==> config.mk <==
export PLATFORM = sky130hd
export DESIGN_NAME = casc_dec16
export DESIGN_NICKNAME = d
export VERILOG_FILES = /design/src/rtl/casc_dec_pkg.sv /design/src/rtl/slice_dec.sv /design/src/rtl/cs_steer.sv /design/src/rtl/casc_dec16.sv
export SDC_FILE = /design/constraint.sdc
export NUM_CORES = 1
export LEC_CHECK = 0
export BUFFER_PORTS_ARGS = -buffer_cell sky130_fd_sc_hd__buf_2
export CAP_MARGIN = 20
export CELL_PAD_IN_SITES_DETAIL_PLACEMENT = 1
export CELL_PAD_IN_SITES_GLOBAL_PLACEMENT = 1
export CORE_AREA = 5 5 42 44
export DETAILED_ROUTE_END_ITERATION = 8
export DIE_AREA = 0 0 47 49
export PLACE_DENSITY_LB_ADDON = 0.25
export SLEW_MARGIN = 10
export SYNTH_ARGS = -nofsm -noshare
export SYNTH_HDL_FRONTEND = slang
export SYNTH_SLANG_ARGS = --single-unit
export TNS_END_PERCENT = 20
==> constraint.sdc <==
create_clock -name vclk -period 0.8
set_input_delay 0.08 -clock vclk [all_inputs]
set_output_delay 0.08 -clock vclk [all_outputs]
set_load 0.01 [all_outputs]
==> src/rtl/casc_dec_pkg.sv <==
package casc_dec_pkg;
  localparam int unsigned SEL_W_DEF  = 1;
  localparam int unsigned SLICE_AW_DEF = 3;

  function automatic int unsigned slice_lines(input int unsigned aw);
    return 1 << aw;
  endfunction
endpackage

==> src/rtl/slice_dec.sv <==
module slice_dec #(
  parameter int unsigned AW = casc_dec_pkg::SLICE_AW_DEF,
  localparam int unsigned NOUT = 1 << AW
) (
  input  logic          g1,
  input  logic          g2a_n,
  input  logic          g2b_n,
  input  logic [AW-1:0] addr,
  output logic [NOUT-1:0] y_n
);
  logic live;
  assign live = g1 & ~g2a_n & ~g2b_n;

  always_comb begin
    y_n = '1;
    if (live) y_n[addr] = 1'b0;
  end
endmodule

==> src/rtl/cs_steer.sv <==
module cs_steer #(
  parameter int unsigned SEL_W = casc_dec_pkg::SEL_W_DEF,
  localparam int unsigned NUNIT = 1 << SEL_W
) (
  input  logic             en_n,
  input  logic [SEL_W-1:0] sel,
  output logic [NUNIT-1:0] g1,
  output logic [NUNIT-1:0] g2a_n,
  output logic [NUNIT-1:0] g2b_n
);
  generate
    if (SEL_W == 1) begin : g_pair
      // Lower slice: chip select on an active-low pin
      assign g1[0]    = 1'b1;
      assign g2a_n[0] = en_n;
      assign g2b_n[0] = sel[0];
      // Upper slice: chip select on the active-high pin
      assign g1[1]    = sel[0];
      assign g2a_n[1] = en_n;
      assign g2b_n[1] = 1'b0;
    end else begin : g_wide
      for (genvar k = 0; k < NUNIT; k++) begin : g_unit
        assign g1[k]    = (sel == SEL_W'(k));
        assign g2a_n[k] = en_n;
        assign g2b_n[k] = 1'b0;
      end
    end
  endgenerate
endmodule

==> src/rtl/casc_dec16.sv <==
module casc_dec16 #(
  parameter int unsigned SEL_W    = casc_dec_pkg::SEL_W_DEF,
  parameter int unsigned SLICE_AW = casc_dec_pkg::SLICE_AW_DEF,
  localparam int unsigned IN_W    = SEL_W + SLICE_AW,
  localparam int unsigned NUNIT   = 1 << SEL_W,
  localparam int unsigned SLICE_N = 1 << SLICE_AW,
  localparam int unsigned OUT_W   = NUNIT * SLICE_N
) (
  input  logic             en_n,
  input  logic [IN_W-1:0]  code,
  output logic [OUT_W-1:0] dec_n
);
  logic [NUNIT-1:0] g1, g2a_n, g2b_n;

  cs_steer #(.SEL_W(SEL_W)) u_steer (
    .en_n  (en_n),
    .sel   (code[IN_W-1 -: SEL_W]),
    .g1    (g1),
    .g2a_n (g2a_n),
    .g2b_n (g2b_n)
  );

  generate
    for (genvar u = 0; u < NUNIT; u++) begin : g_slice
      slice_dec #(.AW(SLICE_AW)) u_slice (
        .g1    (g1[u]),
        .g2a_n (g2a_n[u]),
        .g2b_n (g2b_n[u]),
        .addr  (code[SLICE_AW-1:0]),
        .y_n   (dec_n[u*SLICE_N +: SLICE_N])
      );
    end
  endgenerate
endmodule

# Word-level counts from Yosys, hierarchy flattened
# Index checks and enable logic that the tools add are counted.
dict set report word_totals {
  wordCells 12
  inputBits 5
  reg_bits 0
}
dict set report classes {
  n_reduce_logical 1
  muxes 4
  bitwise 5
  magnitude_cmp 2
}
# operator count
set op_table {}
lappend op_table {{8-bit two-way mux} 2}
lappend op_table {{8-bit inverter} 1}
lappend op_table {{3-bit by 4-bit less-than comparator with 1-bit output (second input constant)} 1}
lappend op_table {{1-bit demux with 3-bit select} 1}
lappend op_table {{3-bit by 1-bit greater-or-equal comparator with 1-bit output (second input constant)} 1}
lappend op_table {{1-bit AND} 2}
lappend op_table {{1-bit inverter} 2}
lappend op_table {{1-bit logical AND} 1}
lappend op_table {{1-bit two-way mux} 1}

# Longest topological paths before layout
# Gate-level depths: netlist of run 1.
dict set report logic_depth {
  word_depth 6
  ltp_mapped 2
  ltp_nobuf 2
}

# Cells and area by module
# Synthesis of run 1 repeated with hierarchy kept, for this count alone.
dict set report unflattened {
  hier_cells 36
  area_unflattened_um2 232.7
}
# mod cells_per_inst n_inst area_each_um2
set by_module_without_submodules {}
lappend by_module_without_submodules {slice_dec 14 2 90.1}
lappend by_module_without_submodules {cs_steer 8 1 52.6}

# Worst setup path after synthesis of run 1
# No wires, ideal clock.
dict set report synth_path {
  path_kind {input to output}
  start {input code[0]}
  end {output dec_n[14]}
  path_stages 2
  path_slack_ns 0.253
  n_path_buf 0
  required_time_ns 0.720
  t_arrival_ns 0.467
  path_cell_list {nor3b_2 > nand3_1}
}
dict set report synth_between {
  elab_chain_cells 6
}
# element line_no
set synth_lines {}
lappend synth_lines {{start, declared} casc_dec16.sv:10} ;# input logic [IN_W-1:0] code,
lappend synth_lines {{3-bit by 4-bit less-than comparator with 1-bit output (implied by the code) or 3-bit by 1-bit greater-or-equal comparator with 1-bit output (tied branches)} slice_dec.sv:16} ;# if (live) y_n[addr] = 1'b0;
lappend synth_lines {{1-bit logical AND (implied by the code)} slice_dec.sv:16}
lappend synth_lines {{1-bit two-way mux (implied by the code)} slice_dec.sv:16}
lappend synth_lines {{1-bit demux with 3-bit select *} --}
lappend synth_lines {{8-bit inverter (no source line) *} --}
lappend synth_lines {{8-bit two-way mux *} slice_dec.sv:16}
lappend synth_lines {{end, declared} casc_dec16.sv:11} ;# output logic [OUT_W-1:0] dec_n
# Every way passes the cells marked *; elsewhere a longest branch is shown, timed or not.

# Final worst setup path of run 1
# Ends and elaborated chain as after synthesis.

==> results.md, run 1 <==
- Post-DR vias/cell: 3.95
- Pin count of the biggest net entering global routing: 8
- Critical path arrival: between 700 and 800 ps
- Number of buffers added on ports: 21
- Total die area: ~0.0023 mm2
- CORE AREA: 0.00140 mm2
- Status: finished with violations
- Tot Pwr: 0.135 mW
- 1st-pass router iterations: 2
- Lkg Pwr: between 0.1 and 0.15 nW
- Worst hold stages: 3
- Sum of negative setup slack: -0.904 ps
- RSZ-0062 raised after global routing: yes
- First-pass GRT wire length: ~1200 um
- Worst slew pin tran: 163 ps
- Final setup margin: -0.904 ps
- Final Core Density: 27.1%
- Share of the synthesized area in the top cell type: 34.6%
- # fillers: 183
- Max rail drop VDD: around 130 uV
- Vias in the first global route: 251
- DRC Markers: 0
- Yosys warns: 0
- Worst min-delay path endpoint: dec_n[6]
- Routed len/inst: 12.1 um
- Critical path fanouts, max: 4
- I/O pin cnt: 21
- Placed cell count: 63
- Violation count after the first detailed-route iteration: 2
- PD cells: 356 mW/mm2
- Crit start category: primary input
- Die X-Extent: approximately 47 um
- Hold Vio Cnt, Final: 0
- Max-Cap Viols: 0
- Global-route usage over all layers: 6.39%
- Failing checks: negative setup slack
- Setup Buffers After CTS: 0
- GR Util met3: between 1.5 and 2%
- Most frequent cells in the layout: nand2_1 (12), buf_2 (12), buf_6 (6)
- Post-route insts no fill: 63
- Post-DP HPWL: 609 um
- Final number of max-transition violations: 0
- Layout area overhead: 192%
- Synth Area per Inst: 5.66 um2
- Worst setup EP type: output pin
- Top post-synthesis cells by area: nand2_1 (35%), nor3b_2 (19%), nand3_1 (15%)
- Synthesized instance count: 23
- Number of distinct library cells after synthesis: 7
- Routability congestion estimate: about 0.63
- M1 GR Usage: 9.13%
- Seq_cells: 0
- FP Rows: 14
- Via Count: 249
- Highest Clock Rate: approximately 1.2 GHz
- CP Data Required Time: slightly above 700 ps
- Synth Net Count: 28
- GRT busiest layer: met2
- Hold buffers post-CTS: 0
- Post-DRT Antenna Nets: 0
- Reg area: 0 um2
- Relative slew slack: ~89%
- Post-synth top area cell: nand2_1
- Kind of critical path: primary input to output pin
- Ant. Diodes: 0
- Min-Delay Path Class: primary input to output pin
- Sequential share of the synthesized area: 0%
- Final Critical Period: approximately 800 ps
- Hold Startpoint: code[1]
- Final period utilization: 100%
- Routed wire length: between 700 and 800 um
- Mapped Area: ~130 um2
- GR Layer Usage met2: 9.95%
- Final setup viols: 1
- Die Ht: 49 um
- Final #Nets: 54
- GRT Residual Overflow: 0
- CLK BUF: 0
- Share of cells above drive strength 1: 72.3%
- Initial Utilization: 9.29%
- Initial antenna violation count: 0
[where the power goes]
part / internal (mW) / leakage [nW] / switching [mW]
sequential: 0 / 0 / 0
clock: 0 / 0 / 0
combinational: 0.0690 / 0.140 / 0.0663
total: 0.0690 / 0.140 / 0.0663
[critical path, cell delays in order]
cell and delay, ps:
buf_8 100, nor3b_4 200, buf_6 140, nand3_2 70, buf_6 130
[worst max-delay path by stage]
stage / startpoint / to / cells past startpoint
after detailed placement: code[0] / dec_n[14] / 5
after floorplan: code[0] / dec_n[14] / 2
after global routing: code[0] / dec_n[14] / 5
final: code[0] / dec_n[14] / 5
after global placement: code[0] / dec_n[6] / 5
after CTS: code[3] / dec_n[7] / 5
[logic make-up after synthesis]
kind of cell and share of synthesized area, %:
and+or+nand+nor 100
[repair_timing]
item,4_1_cts,5_1_grt
setup endpoints to repair,13,16
pin swaps,3,2
gates resized for setup,10,14
[area by class of cell]
cell class | instances | area, um2 | area share, %
timing repair buffer | 24 | 188 | 49.3
tap | 16 | 20.0 | 5.26
multi-input combinational | 23 | 173 | 45.4
[cells in the mapped netlist (all sizes together)]
library cell / count
and3b: 1
nand3: 4
nor3: 1
nor2b: 2
nor2: 1
nand2: 12
nor3b: 2
[layer usage]
layer	share of wire (%)	vias to the layer above
met3	16	0
met5	0	-
met1	44	104
li1	-	127
met4	0	0
met2	40	18
[per-stage QoR]
stage          instance area, um2  hold WS (ps)  setup slack (ps)
4_1_cts                       320           480              1.23
3_5_place_dp                  278           488             -26.9
2_1_floorplan                 130           252               253
6_report                      380           498            -0.904
3_3_place_gp                  278           491             -7.75
5_1_grt                       380           511             -43.2
No activity file was read; power rests on OpenSTA's default activity.
==> run 2: changes to the inputs <==
==> constraint.sdc (replaced) <==
create_clock -name vclk -period 0.8
set_input_delay 0.24 -clock vclk [all_inputs]
set_output_delay 0.24 -clock vclk [all_outputs]
set_load 0.01 [all_outputs]
==> run 2 against run 1 <==
Net effect: die area unchanged; hold slack improved by 270 ps; routed wire length shrank 2.1%; power increased by 2.8%; non-clock buffer count shrank 1; largest cell class is now multi-input combinational cells; critical path type unchanged; via count grew 3.6%; the run still ends with negative setup slack left; count of clock-buffer cells in the layout unchanged; core utilization fell by 0.27 points; fmax down 28%; combinational power rose by 3%.
==> results.md, run 2 (same netlist as run 1, synthesis figures left out) <==
- Worst setup EP type: output pin
- Vias in the first global route: 249 (-0.80%)
- Post-DRT Antenna Nets: 0 (unchanged)
- Routability congestion estimate: 0.731 (+16%)
- Final Core Density: 26.9% (-0.27 points)
- Seq_cells: 0 (unchanged)
- First-pass GRT wire length: 1210 um (+4.1%)
- Failing checks: negative setup slack
- PD cells: 369 mW/mm2 (+3.8%)
- Critical path arrival: 870 ps (+150 ps)
- I/O pin cnt: 21 (unchanged)
- Final #Nets: 53 (-1.9%)
- Worst slew pin tran: 263 ps (+99.4 ps)
- Violation count after the first detailed-route iteration: 1 (-1)
- Commonest non-fill, non-tap cell in the layout: buf_2
- Highest Clock Rate: 0.904 GHz (-28%)
- Post-route insts no fill: 62 (-1.6%)
- Max stage delay cell, worst path: nor3b_4
- Routed len/inst: 12.1 um (-0.51%)
- FP Rows: 14 (unchanged)
- Die X-Extent: 47 um (unchanged)
- Critical path fanouts, max: 4 (unchanged)
- DRC Markers: 0 (unchanged)
- Largest delay share family, worst path: simple AND/OR/NAND/NOR gates
- Critical path buffers and inverters: 2 (-1)
- Max rail drop VDD: 93.8 uV (-28%)
- 1st-pass router iterations: 4 (+2)
- CP Data Required Time: 560 ps (-160 ps)
- Lkg Pwr: 0.137 nW (-2.3%)
- Ant. Diodes: 0 (unchanged)
- Crit-path max cell delay: 280 ps (+80 ps)
- Global-route usage over all layers: 6.68% (+0.29 points)
- Final period utilization: 138% (+38 points)
- Worst hold stages: 4 (+1)
- Pin count of the biggest net entering global routing: 5 (-3)
- Placed cell count: 62 (-1.6%)
- Status: finished with violations
- Hold Vio Cnt, Final: 0 (unchanged)
- CORE AREA: 0.00140 mm2 (unchanged)
- Min-Delay Path Class: primary input to output pin
- Final Critical Period: 1110 ps (+306 ps)
- Post-DR vias/cell: 4.16 (+5.3%)
- Post-DP HPWL: 653 um (+7.3%)
- Final setup viols: 16 (+15)
- Initial Utilization: 9.29% (unchanged)
- Final number of max-transition violations: 0 (unchanged)
- Most frequent cells in the layout: buf_2 (15), nand2_1 (12), nand3_2 (4), buf_6 (3)
- Tot Pwr: 0.139 mW (+2.8%)
- Number of buffers added on ports: 21 (unchanged)
- Hold buffers post-CTS: 0 (unchanged)
- Via Count: 258 (+3.6%)
- Die Ht: 49 um (unchanged)
- Layout area overhead: 189%
- Initial antenna violation count: 0 (unchanged)
- Share of cells above drive strength 1: 73.9% (+1.6 points)
- Kind of critical path: primary input to output pin
- Max-Cap Viols: 0 (unchanged)
- Reg area: 0 um2 (unchanged)
- Crit start category: primary input
- GRT Residual Overflow: 0 (unchanged)
- Total die area: 0.00230 mm2 (unchanged)
- CP cell instances: buf_8 -> nor3b_4 -> nand3_2 -> buf_6
- Routed wire length: 749 um (-2.1%)
- RSZ-0062 raised after global routing: yes
- WP depth: 4 (-1)
- Relative slew slack: 82.5% (-6.6 points)
- CLK BUF: 0 (unchanged)
- Final setup margin: -307 ps (-306 ps)
- Setup Buffers After CTS: 0 (unchanged)
[run 2: changes by cell type in the layout (fill, tap and decap cells not counted)]
cell,before,now
nor3b_4,1,2
nor3_4,0,1
nand3_1,1,0
buf_6,6,3
nor3b_2,1,0
nand3_4,1,0
nor3_2,1,0
clkbuf_4,2,0
buf_12,0,1
buf_2,12,15
nand3_2,2,4
[run 2: final timing paths]
check,startpoint,end,slack (ps)
worst max-delay path,code[0],dec_n[14],-310
worst min-delay path,en_n,dec_n[6],770
[run 2: final cells by class]
| class | instances | area [um2] |
|---|---|---|
| fillers | 182 | 1020 |
| multi-input cells | 23 | 183 |
| repair buffers | 23 | 174 |
| well taps | 16 | 20.0 |
[run 2: timing repair]
item	4_1_cts	5_1_grt
gates resized for setup	10	6
pin swaps	12	8
setup endpoints to repair	16	16
[run 2: where the power goes]
group | leakage [nW] | switching, mW | internal (mW)
sequential | 0 | 0 | 0
clock | 0 | 0 | 0
combinational | 0.137 | 0.0682 | 0.0709
total | 0.137 | 0.0682 | 0.0709
[run 2: metal layers]
layer | track usage [%] | wire, um | vias to the layer above | share of wire [%]
li1 | - | - | 123 | -
met1 | 7.21 | 259 | 126 | 35
met2 | 13.6 | 430 | 9 | 57
met3 | 0.738 | 60 | 0 | 8.0
met4 | 0 | 0 | 0 | 0
met5 | 0 | 0 | - | 0
[run 2: per-stage QoR]
step / TNS, ps / area, um2 / hold slack, ps / setup slack [ps]
after global placement: -5310 / 310 / 824 / -364
after floorplan: -330 / 170 / 537 / -28.7
after detailed placement: -5490 / 310 / 830 / -376
after global routing: -5260 / 377 / 787 / -377
after CTS: -4610 / 350 / 787 / -332
final: -4340 / 377 / 766 / -307
==> run 3: changes to the inputs <==
--- a/config.mk
+++ b/config.mk
@@ -12,7 +12,9 @@
 export CORE_AREA = 5 5 42 44
 export DETAILED_ROUTE_END_ITERATION = 8
 export DIE_AREA = 0 0 47 49
+export MAX_ROUTING_LAYER = met4
 export PLACE_DENSITY_LB_ADDON = 0.25
+export REMOVE_ABC_BUFFERS = 1
 export SLEW_MARGIN = 10
 export SYNTH_ARGS = -nofsm -noshare
 export SYNTH_HDL_FRONTEND = slang
==> run 3 against run 2 <==
Net effect: the flow still finishes with violations (negative setup slack); combinational power up 6%; routed wire length increased by 1.9%; core utilization increased by 2.9 points; flip-flop and latch count is the same; global-route usage about the same; non-clock buffer count up 3; largest cell class is now non-clock buffers; highest routed layer unchanged.
==> results.md, run 3 (same netlist as run 1, synthesis figures left out) <==
- Status: finished with violations
- Failing checks: negative setup slack
- FP Rows: 14 (unchanged)
- Placed cell count: 65 (+4.8%)
- Most frequent cells in the layout: buf_6 (9), buf_2 (9), nand2_1 (8), nand2_2 (4), buf_4 (4)
- Violation count after the first detailed-route iteration: 2 (+1)
- GRT Residual Overflow: 0 (unchanged)
- Worst setup EP type: output pin
- Routability congestion estimate: 0.648 (-11%)
- Pin count of the biggest net entering global routing: 6 (+1)
- Post-route insts no fill: 65 (+4.8%)
- RSZ-0062 raised after global routing: yes
- Max-Cap Viols: 0 (unchanged)
- Critical path fanouts, max: 4 (unchanged)
- Global-route usage over all layers: 6.69% (+0.015 points)
- Post-DRT Antenna Nets: 0 (unchanged)
- Routed wire length: 763 um (+1.9%)
- Final Core Density: 29.7% (+2.9 points)
- Final setup viols: 16 (unchanged)
- First-pass GRT wire length: 1200 um (-0.58%)
- Routed len/inst: 11.7 um (-2.8%)
- I/O pin cnt: 21 (unchanged)
- Lkg Pwr: 0.163 nW (+19%)
- # fillers: 182 (unchanged)
- Share of cells above drive strength 1: 81.6% (+7.7 points)
- Ant. Diodes: 0 (unchanged)
- DRC Markers: 0 (unchanged)
- Final Critical Period: 1100 ps (-5.32 ps)
- Final number of max-transition violations: 0 (unchanged)
- Seq_cells: 0 (unchanged)
- Die Ht: 49 um (unchanged)
- CP Data Required Time: 560 ps (about the same)
- Critical path arrival: 860 ps (about the same)
- Pre-CTS setup slack: -343 ps (+32.7 ps)
- CLK BUF: 0 (unchanged)
- Initial antenna violation count: 0 (unchanged)
- Worst slew pin tran: 193 ps (-70.0 ps)
- Layout area overhead: 220%
- Hold buffers post-CTS: 0 (unchanged)
- PD cells: 352 mW/mm2 (-4.6%)
- Final setup margin: -301 ps (+5.32 ps)
- Vias in the first global route: 276 (+11%)
- Relative slew slack: 87.1% (+4.7 points)
- Die X-Extent: 47 um (unchanged)
- Kind of critical path: primary input to output pin
- Initial Utilization: 9.29% (unchanged)
- Number of buffers added on ports: 21 (unchanged)
- Crit start category: primary input
- Sum of negative setup slack: -4530 ps (-194 ps)
- Hold Vio Cnt, Final: 0 (unchanged)
- Min-Delay Path Class: primary input to output pin
- 1st-pass router iterations: 4 (unchanged)
- Post-DR vias/cell: 4.06 (-2.4%)
- CORE AREA: 0.00140 mm2 (unchanged)
- Final #Nets: 56 (+5.7%)
- Max rail drop VDD: 160 uV (+70%)
- Reg area: 0 um2 (unchanged)
- Via Count: 264 (+2.3%)
- Highest Clock Rate: 0.908 GHz (+0.48%)
- Final period utilization: 138% (-0.66 points)
- Total die area: 0.00230 mm2 (unchanged)
-- run 3: changes by cell type in the layout (fill, tap and decap cells not counted) --
cell and change:
buf_12 -1, buf_2 -6, buf_4 +2, buf_6 +6, clkbuf_4 +2, nand2_1 -4, nand2_2 +4, nand3_1 +1
nand3_2 -1, nor3b_2 +2, nor3b_4 -2
-- run 3: power breakdown --
part           total [mW]  internal [mW]  switching [mW]
combinational       0.147         0.0770          0.0699
clock                   0              0               0
sequential              0              0               0
total               0.147         0.0770          0.0699
-- run 3: metrics by stage --
step | power [mW] | hold slack, ps | cell area [um2]
2_1_floorplan | 0.0380 | 572 | 130
3_3_place_gp | 0.0999 | 799 | 293
3_5_place_dp | 0.102 | 796 | 293
4_1_cts | 0.134 | 813 | 393
5_1_grt | 0.159 | 850 | 417
6_report | 0.147 | 814 | 417
-- run 3: final timing paths --
kind	from	to	slack [ps]	depth (start not counted)
hold / removal	code[1]	dec_n[15]	810	3
setup / recovery	en_n	dec_n[1]	-300	5
-- run 3: per-layer routing --
layer	wire length (um)	up-vias	track usage (%)
met5	0	-	-
met4	0	0	0
met3	97	0	0
met2	295	20	9.50
met1	369	114	11.1
li1	-	130	-
-- run 3: area by class of cell --
cell class | instances | area, um2 | area share [%]
well taps | 16 | 20.0 | 4.80
repair buffers | 26 | 221 | 53.2
multi-input cells | 23 | 175 | 42.0
-- run 3: what timing repair did --
item	CTS	global route
resized for setup	24	6
setup endpoints to repair	16	16
buffers inserted	0	0
pin swaps	6	1
-- run 3: critical path: stages --
cell     delay, ps
buf_8          110
nor3b_2        170
buf_4          150
nand2_1         50
buf_2          140
